`config.mk`:
```
export PLATFORM = sky130hd
export DESIGN_NAME = islip_sched
export DESIGN_NICKNAME = d
export VERILOG_FILES = /design/src/rtl/islip_pkg.sv /design/src/rtl/islip_ppe.sv /design/src/rtl/islip_round.sv /design/src/rtl/islip_sched.sv
export SDC_FILE = /design/constraint.sdc
export NUM_CORES = 1
export LEC_CHECK = 0
export BUFFER_PORTS_ARGS = -buffer_cell sky130_fd_sc_hd__buf_2
export CAP_MARGIN = 20
export CORE_MARGIN = 2
export CORE_UTILIZATION = 50
export CTS_CLUSTER_DIAMETER = 80
export DETAILED_ROUTE_END_ITERATION = 6
export GPL_TIMING_DRIVEN = 0
export PLACE_DENSITY = 0.68
export SLEW_MARGIN = 20
export SYNTH_ARGS = -nofsm -noshare
export SYNTH_HDL_FRONTEND = slang
export SYNTH_SLANG_ARGS = --single-unit
```
`constraint.sdc`:
```
create_clock -name clk -period 5 [get_ports clk]
set_input_delay 0.25 -clock clk [delete_from_list [all_inputs] [get_ports clk]]
set_output_delay 0.25 -clock clk [all_outputs]
set_load 0.005 [all_outputs]
```
`src/rtl/islip_pkg.sv`:
```
package islip_pkg;

    typedef enum logic {
        ST_IDLE = 1'b0,
        ST_RUN  = 1'b1
    } sched_state_e;

endpackage

```
`src/rtl/islip_ppe.sv`:
```
// Programmable priority encoder: picks the first set request at or after ptr_i,
// wrapping round.
module islip_ppe #(
    parameter int N  = 4,
    parameter int NW = $clog2(N)
) (
    input  logic [N-1:0]  req_i,
    input  logic [NW-1:0] ptr_i,
    output logic [N-1:0]  gnt_o,
    output logic [NW-1:0] idx_o,
    output logic          any_o
);

    always_comb begin
        gnt_o = '0;
        idx_o = '0;
        any_o = 1'b0;
        for (int k = 0; k < N; k++) begin
            int p;
            p = int'(ptr_i) + k;
            if (p >= N) p = p - N;
            if (!any_o && req_i[p]) begin
                any_o    = 1'b1;
                gnt_o[p] = 1'b1;
                idx_o    = NW'(p);
            end
        end
    end

endmodule

```
`src/rtl/islip_round.sv`:
```
// One request/grant/accept round among free ports.
module islip_round #(
    parameter int N  = 4,
    parameter int NW = $clog2(N)
) (
    input  logic [N*N-1:0]  req_i,
    input  logic [N-1:0]    in_free_i,
    input  logic [N-1:0]    out_free_i,
    input  logic [N*NW-1:0] gptr_i,
    input  logic [N*NW-1:0] aptr_i,
    output logic [N*N-1:0]  pair_o,
    output logic [N-1:0]    in_hit_o,
    output logic [N*NW-1:0] in_idx_o,
    output logic [N-1:0]    out_hit_o,
    output logic [N*NW-1:0] out_idx_o
);

    logic [N*N-1:0] grant_mat;

    // grant side: one encoder per output, over inputs
    for (genvar j = 0; j < N; j++) begin : g_out
        logic [N-1:0] col_req;
        logic [N-1:0] col_gnt;
        logic         col_any;
        for (genvar i = 0; i < N; i++) begin : g_col
            assign col_req[i]         = req_i[i*N+j] & in_free_i[i] & out_free_i[j];
            assign grant_mat[i*N+j]   = col_gnt[i];
        end
        islip_ppe #(.N(N), .NW(NW)) u_gnt (
            .req_i (col_req),
            .ptr_i (gptr_i[j*NW +: NW]),
            .gnt_o (col_gnt),
            .idx_o (out_idx_o[j*NW +: NW]),
            .any_o (col_any)
        );
    end

    // accept side: one encoder per input, over outputs
    for (genvar i = 0; i < N; i++) begin : g_in
        logic [N-1:0] row_gnt;
        logic [N-1:0] row_acc;
        assign row_gnt = grant_mat[i*N +: N];
        islip_ppe #(.N(N), .NW(NW)) u_acc (
            .req_i (row_gnt),
            .ptr_i (aptr_i[i*NW +: NW]),
            .gnt_o (row_acc),
            .idx_o (in_idx_o[i*NW +: NW]),
            .any_o (in_hit_o[i])
        );
        assign pair_o[i*N +: N] = row_acc;
    end

    always_comb begin
        out_hit_o = '0;
        for (int j = 0; j < N; j++) begin
            for (int i = 0; i < N; i++) begin
                out_hit_o[j] = out_hit_o[j] | pair_o[i*N+j];
            end
        end
    end

endmodule

```
`src/rtl/islip_sched.sv`:
```
module islip_sched
    import islip_pkg::*;
#(
    parameter int N  = 4,
    parameter int NW = $clog2(N),
    parameter int CW = $clog2(N + 1)
) (
    input  logic            clk,
    input  logic            rst_n,
    input  logic            start_i,
    input  logic [CW-1:0]   iters_i,
    input  logic [N*N-1:0]  req_i,
    output logic            busy_o,
    output logic            done_o,
    output logic [N*N-1:0]  match_o,
    output logic [N-1:0]    match_vld_o,
    output logic [N*NW-1:0] match_idx_o
);

    typedef struct packed {
        sched_state_e    st;
        logic            done;
        logic            first;
        logic [CW-1:0]   left;
        logic [N*N-1:0]  req;
        logic [N*N-1:0]  match;
        logic [N-1:0]    in_m;
        logic [N-1:0]    out_m;
        logic [N*NW-1:0] idx;
        logic [N*NW-1:0] gptr;
        logic [N*NW-1:0] aptr;
    } sched_st_t;

    sched_st_t st_d, st_q;

    logic [N*N-1:0]  pair;
    logic [N-1:0]    in_hit;
    logic [N*NW-1:0] in_idx;
    logic [N-1:0]    out_hit;
    logic [N*NW-1:0] out_idx;

    islip_round #(.N(N), .NW(NW)) u_round (
        .req_i      (st_q.req),
        .in_free_i  (~st_q.in_m),
        .out_free_i (~st_q.out_m),
        .gptr_i     (st_q.gptr),
        .aptr_i     (st_q.aptr),
        .pair_o     (pair),
        .in_hit_o   (in_hit),
        .in_idx_o   (in_idx),
        .out_hit_o  (out_hit),
        .out_idx_o  (out_idx)
    );

    function automatic logic [NW-1:0] step_ptr(input logic [NW-1:0] x);
        return (int'(x) == N - 1) ? '0 : x + 1'b1;
    endfunction

    function automatic logic [CW-1:0] clamp_rounds(input logic [CW-1:0] v);
        if (v == '0)          return CW'(1);
        else if (int'(v) > N) return CW'(N);
        else                  return v;
    endfunction

    always_comb begin
        st_d      = st_q;
        st_d.done = 1'b0;
        if (st_q.st == ST_IDLE) begin
            if (start_i) begin                      // capture; R8 only here
                st_d.st    = ST_RUN;
                st_d.req   = req_i;
                st_d.left  = clamp_rounds(iters_i);
                st_d.first = 1'b1;
                st_d.match = '0;
                st_d.in_m  = '0;
                st_d.out_m = '0;
                st_d.idx   = '0;
            end
        end else begin
            st_d.match = st_q.match | pair;         // keep earlier pairs
            st_d.in_m  = st_q.in_m | in_hit;
            st_d.out_m = st_q.out_m | out_hit;
            for (int i = 0; i < N; i++) begin
                if (in_hit[i]) begin
                    st_d.idx[i*NW +: NW] = in_idx[i*NW +: NW];
                    if (st_q.first) begin           // accept pointer
                        st_d.aptr[i*NW +: NW] = step_ptr(in_idx[i*NW +: NW]);
                    end
                end
            end
            for (int j = 0; j < N; j++) begin
                if (out_hit[j] && st_q.first) begin // grant pointer
                    st_d.gptr[j*NW +: NW] = step_ptr(out_idx[j*NW +: NW]);
                end
            end
            st_d.first = 1'b0;
            st_d.left  = st_q.left - 1'b1;
            if (st_q.left == CW'(1)) begin
                st_d.st   = ST_IDLE;
                st_d.done = 1'b1;
            end
        end
    end

    always_ff @(posedge clk or negedge rst_n) begin
        if (!rst_n) begin
            st_q <= '{st: ST_IDLE, done: 1'b0, first: 1'b0, left: '0,
                      req: '0, match: '0, in_m: '0, out_m: '0, idx: '0,
                      gptr: '0, aptr: '0};
        end else begin
            st_q <= st_d;
        end
    end

    assign busy_o      = (st_q.st == ST_RUN);
    assign done_o      = st_q.done;
    assign match_o     = st_q.match;
    assign match_vld_o = st_q.in_m;
    assign match_idx_o = st_q.idx;

    // ---------------- assertions ----------------
    for (genvar a = 0; a < N; a++) begin : g_chk
        logic [N-1:0] col_v;
        for (genvar b = 0; b < N; b++) begin : g_cb
            assign col_v[b] = match_o[b*N+a];
        end
        AST_ROW_ONEHOT: assert property (@(posedge clk) disable iff (!rst_n)
            $onehot0(match_o[a*N +: N]));
        AST_COL_ONEHOT: assert property (@(posedge clk) disable iff (!rst_n)
            $onehot0(col_v));
        AST_VLD_MATCHES_ROW: assert property (@(posedge clk) disable iff (!rst_n)
            match_vld_o[a] == (|match_o[a*N +: N]));
    end

    AST_MATCH_SUBSET: assert property (@(posedge clk) disable iff (!rst_n)
        (match_o & ~st_q.req) == '0);
    AST_PAIRS_KEPT: assert property (@(posedge clk) disable iff (!rst_n)
        busy_o && $past(busy_o) |-> ((match_o & $past(match_o)) == $past(match_o)));
    AST_PTR_FROZEN: assert property (@(posedge clk) disable iff (!rst_n)
        !st_q.first |=> $stable(st_q.gptr) && $stable(st_q.aptr));
    AST_DONE_PULSE: assert property (@(posedge clk) disable iff (!rst_n)
        done_o |=> !done_o);
    AST_DONE_IDLE: assert property (@(posedge clk) disable iff (!rst_n)
        done_o |-> !busy_o);
    AST_BUSY_HOLDS_REQ: assert property (@(posedge clk) disable iff (!rst_n)
        busy_o && $past(busy_o) |-> $stable(st_q.req));

endmodule

```
; ---- Yosys cells after proc, flatten, opt, wreduce, memory -nomap -nowiden
; Cells that the tools add are included.
[totals]
register_bits = 70
elab_cells = 673
output_inout_bits = 30
[op_classes]
n_eq_ne = 13
bitwise = 74
n_addsub = 65
muxes = 305
n_lt_le_gt_ge = 97
n_reduce_logical = 99
[op_table]
columns = operator, count
row1 = 32-bit 2-to-1 mux, 33
row2 = "32-bit by 1-bit greater-or-equal comparator with 1-bit output, second input constant", 32
row3 = "32-bit by 4-bit < comparator with 1-bit output, second input constant", 32
row4 = 4-bit 2-to-1 mux, 33
row5 = 1-bit 2-to-1 mux, 127
row6 = 4-bit OR, 26
row7 = "3-bit by 3-bit subtractor with 4-bit output, second input constant", 24
row8 = 2-bit 2-to-1 mux, 45
row9 = "3-bit greater-or-equal comparator, second input constant", 24
row10 = 1-bit binary-select mux with 2-bit select, 32
row11 = 1-bit demux with 2-bit select, 32
row12 = 1-bit logical AND, 60
row13 = 52-bit 2-to-1 mux, 1
row14 = "2-bit by 2-bit adder with 3-bit output, second input constant", 16
row15 = 1-bit AND, 32
row16 = "2-bit by 3-bit subtractor with 4-bit output, second input constant", 8
row17 = "2-bit by 1-bit adder with 3-bit output, second input constant", 8
row18 = "2-bit by 3-bit greater-or-equal comparator with 1-bit output, second input constant", 8
row19 = 1-bit logical NOT, 24
row20 = 2-bit AND reduction, 9
row21 = "2-bit by 1-bit adder with 2-bit output, second input constant", 8
row22 = "2-bit by 1-bit == test with 1-bit output, second input constant", 8
row23 = 16-bit OR, 1
row24 = 1-bit OR, 12
row25 = 10 further kinds, 18

; ---- Depth between registers and ports, before layout
[depth]
ltp_word = 34
depth_mapped = 18
ltp_nobuf = 16

; ---- Hierarchy
; A second synthesis with hierarchy kept.
[hier_totals]
hier_cells = 677
area_unflattened_um2 = 6935.4
[modules_own_cells]
columns = mod, area_per_inst_um2, cells_each, n_inst
row1 = islip_ppe, 456.7, 48, 8
row2 = islip_sched, 3151.8, 273, 1
row3 = islip_round, 130.1, 20, 1

; ---- Worst setup path after synthesis
; Ideal clock, no wire load.
[synth_path]
path_type = register to register
from = reg st_q[10] in the netlist's numbering
to = reg st_q[12] in the netlist's numbering
arrival_time_ps = 3781
slack_ps = 1094
synth_period_minus_slack_ps = 3906
path_buffers = 1
path_stages_with_launch = 13
required_ps = 4875
cell_sequence = dfrtp_1 > buf_4 > inv_1 > ha_1 > mux4_2 > and2_4 > a221o_1 > mux4_2 > a311o_1 > a31oi_1 > o22a_2 > a41oi_2 > mux2_4
[synth_via]
elab_chain_len = 33
word_cells_on_any_way = 180
[synth_rtl]
columns = item, line
row1 = start: declaration, islip_sched.sv:34  ; sched_st_t st_d, st_q;
row2 = start signal: assignment, islip_sched.sv:107  ; st_q <= '{st: ST_IDLE, done: 1'b0, first: 1'b0, left: '0,
row3 = start signal: assignment, islip_sched.sv:111  ; st_q <= st_d;
row4 = "parallel branches: the longest is 14 deep, another holds 32-bit by 1-bit greater-or-equal comparator with 1-bit output", -
row5 = 4-bit 2-to-1 mux (*), islip_ppe.sv:22  ; if (!any_o && req_i[p]) begin
row6 = 1-bit binary-select mux with 2-bit select, islip_ppe.sv:22
row7 = 1-bit 2-to-1 mux (not written as such) (2 in a row), islip_ppe.sv:22
row8 = 1-bit 2-to-1 mux, islip_ppe.sv:22
row9 = 1-bit logical NOT, islip_ppe.sv:22
row10 = 1-bit logical AND, islip_ppe.sv:22
row11 = 1-bit 2-to-1 mux, islip_ppe.sv:22
row12 = (+2 left out), -
row13 = 1-bit 2-to-1 mux, islip_ppe.sv:22
row14 = 1-bit logical NOT, islip_ppe.sv:22
row15 = 1-bit logical AND, islip_ppe.sv:22
row16 = 4-bit 2-to-1 mux, islip_ppe.sv:22
row17 = 1-bit OR (2 in a row), islip_round.sv:57  ; out_hit_o[j] = out_hit_o[j] | pair_o[i*N+j];
row18 = 1-bit OR (*), islip_round.sv:57
row19 = 1-bit logical AND (*), islip_sched.sv:92  ; if (out_hit[j] && st_q.first) begin
row20 = 2-bit AND reduction (no source line) (*), -
; Mark *: on every way between the ends. The select of a mux whose other input is x is not followed.
; A chain may end at the register's enable or synchronous reset.

; ---- Worst setup path in the final report
[layout_path]
from = reg st_q[14] in the netlist's numbering
to = reg st_q[8] in the netlist's numbering
; Same word-level chain as after synthesis.

==> impl_results.md <==
* First-pass GRT wire length at 34.5 mm
* CTS Sinks at 70
* Fmax at 211 MHz
* Top cells by area, synth: dfrtp_1 (23%), ha_1 (10%), nand2_1 (5.3%)
* Crit-path slowest cell: nor4b_1
* Pin count of the biggest net entering global routing at 53
* Met3 usage at 4.23%
* Worst path arrival time at 4980 ps
* Synth cell types at 100
* Post-Route Utilization at 57.9%
* Ys Warns at 0
* Fin area at 8480 µm²
* Required @ worst endpoint at 5240 ps
* Post-DR wirelength/cell at 18.6 µm
* EDFF count, synth at 0
* Hold Fails Final Rpt at 0
* H-Tree Depth at 3
* Post-CTS setup buffers at 0
* Initial antenna violation count at 0
* Gr busiest metal: met2
* CP Launch Type: register
* Layout Cells excl Fill at 1,153
* Rel. slew slack at 35.8%
* Dpl hpwl at 15.9 mm
* CP Cell Sequence: buf_2, inv_1, ha_1, buf_2, nor3_1, nor3_1, nor4b_1, nor3_4, and3_1, o211ai_1, a21boi_0, nor4b_2, a41oi_2, mux2_1
* Slew Limit Fails at 0
* Starting Density at 51.7%
* Setup crit end kind: register
* Clk_skew at 7.84 ps
* CORE AREA at 14,600 µm²
* Met2 Track Usage GR at 43.3%
* Via Count at 7,102
* Asr flop ratio synth at 100%
* Total gr overflow at 0
* DR vias/cell at 6.16
* Max clock buf depth at 2
* Sequential cell area fraction in the yosys report at 23.1%
* Die Area at 16,100 µm²
* Top_reg_cell synth: dfrtp_1
* Gr usage total at 26.9%
* Actual slew at the worst max-slew pin at 950 ps
* Min Tclk post-route at 4740 ps
* Post-route setup slack at 258 ps
* Status: finished clean
* Remaining DRCs at 0
* P&R area growth vs syn at 12.0%
* Clock latency on the worst-skew pair at 350 ps
* Clock buffer count from CTS at 9
* Yosys reg bits at 70
* Worst hold slack at 80.9 ps
* Met1 track utilization from global routing at 37.1%
* Mean area per synthesized cell at 8.42 µm²
* Post-DP Area at 8090 µm²
* Total iterations of the first detailed-routing run at 5
* HP Class: in2reg
* Max-cap violations at 0
* # port buffers at 51
* Die height at 127 µm
* CTS tree: built
* Setup TNS at 0 ps
* Std-Cell Rows at 44
* Crit Path Max Fanout at 10
* Initial DRC Count at 602
* Post-Route WL at 21.4 mm
* Leakage at 3.83 nW
* Mapped Area at 7570 µm²
* Area share of the largest cell type after synthesis at 23.1%
* Endpoints failing setup at 0
* Worst path max stage delay at 840 ps
* Cell taking the most area after synthesis: dfrtp_1
* Clock transition at path regs at 70 ps
* Ant. Diodes at 0
* Global placement routability congestion at 0.940
* Unrepaired setup endpoints after global routing: no
* Vias in the first global route at 6,512
* Peak supply drop at 0.274 mV
* FILL cells at 1,402
* Root Driver: clkbuf_16
* Remaining antenna violation count at 0
* Place WS at 236 ps
* Layout cells sized above 1 at 20.9%
* PwrDens at 648 nW/µm²
* Inst Count DP at 1,136
* Syn nets at 984
* Die width at 127 µm
* Cells after synthesis at 900
* Total power at 5.49 mW
* Number of I/O pins at 52
* CP Class: reg2reg
* Nets at 1,048
* Tcrit/Tclk final at 94.8%
## repair_timing
action	CTS	global route
gates resized for setup	0	9
endpoints found under the hold margin	18	0
hold buffers	1	0
endpoints found under the setup margin	0	7
## cell type report
cell class	count	area, µm²	share of cell area (%)
plain buffers	61	380	4.49
clock buffers	9	225	2.66
clock inverters	7	105	1.24
inverters	60	225	2.66
multi-input cells	709	5270	62.1
flip-flops and latches	70	1750	20.7
well taps	184	230	2.72
repair buffers	53	295	3.48
## synthesized netlist by cell type (7+ instances only)
master	number
a211oi_1	13
a21boi_0	8
a21o_1	7
a21oi_1	66
a221oi_1	10
a221oi_2	7
a22o_1	13
a31oi_1	8
and2_1	9
and3_1	13
buf_2	9
buf_4	31
clkbuf_1	14
dfrtp_1	70
ha_1	62
inv_1	59
mux2_2	7
mux2i_1	20
nand2_1	106
nand2b_1	10
nand3_1	22
nand3b_1	7
nand4_1	8
nor2_1	47
nor2b_1	11
nor3_1	24
nor3b_1	8
nor4b_2	9
o21ai_0	35
o21ai_1	10
o31ai_1	7
or3_1	8
## cells in the final DEF, fill, tap and decap left out, types with 22 or more instances in the layout
cell	count
nor3_1	24
nand2_1	106
nor2_1	47
inv_1	59
buf_4	32
o21ai_0	35
ha_1	62
a21oi_1	65
nand3_1	22
buf_2	59
dfrtp_1	70
## kinds of logic (layout without fill, tap and decap cells)
logic type,count (synthesis),after routing,synth area share (%)
buf+inv,121,190,7.98
flops,70,70,23.1
mux,40,40,6.76
xor+xnor,5,5,0.578
fa+ha+maj,62,62,10.2
simple gates,339,339,25.4
compound gates,263,263,25.9
## worst paths after layout
path | from | endpoint | slack, ps | cells past startpoint
min | req_i[13] | st_q[61]$_DFFE_PN0P_ | 80 | 3
min reg2reg | st_q[49]$_DFFE_PN0P_ | st_q[49]$_DFFE_PN0P_ | 490 | 2
max | st_q[14]$_DFFE_PN0P_ | st_q[8]$_DFFE_PN0P_ | 260 | 14
min in group asynchronous | rst_n | st_q[51]$_DFFE_PN0P_ | 330 | 2
max reg2reg | st_q[14]$_DFFE_PN0P_ | st_q[8]$_DFFE_PN0P_ | 260 | 14
max in group asynchronous | rst_n | match_o[8]$_DFFE_PN0P_ | 4110 | 3
## worst max-delay path, delay by kind of cell (launching register included)
| kind | cells | cell delay, ps |
|---|---|---|
| buffers and inverters | 3 | 630 |
| adder cells (fa/ha/maj) | 1 | 310 |
| multiplexers | 1 | 360 |
| AND/OR/NAND/NOR | 6 | 2070 |
| AO/OA/AOI/OAI | 3 | 710 |
| flip-flops | 1 | 540 |
## metal layers
layer	share of wire, %	wire length [µm]
met2	46	9780
met3	4.9	1050
met4	2.5	541
met5	0	0
met1	47	10000
## registers in the layout (all words and copies together) (netlist names)
signal / count
st_q: 40
match_o: 16
match_idx_o: 8
match_vld_o: 4
busy_o: 1
done_o: 1
## power breakdown
| part | internal, mW | switching (mW) | total, mW | leakage [nW] |
|---|---|---|---|---|
| clock | 0.445 | 0.301 | 0.747 | 0.159 |
| combinational | 1.49 | 2.13 | 3.62 | 2.80 |
| sequential | 0.819 | 0.309 | 1.13 | 0.871 |
Note: power is estimated with default switching activity, not from simulation.
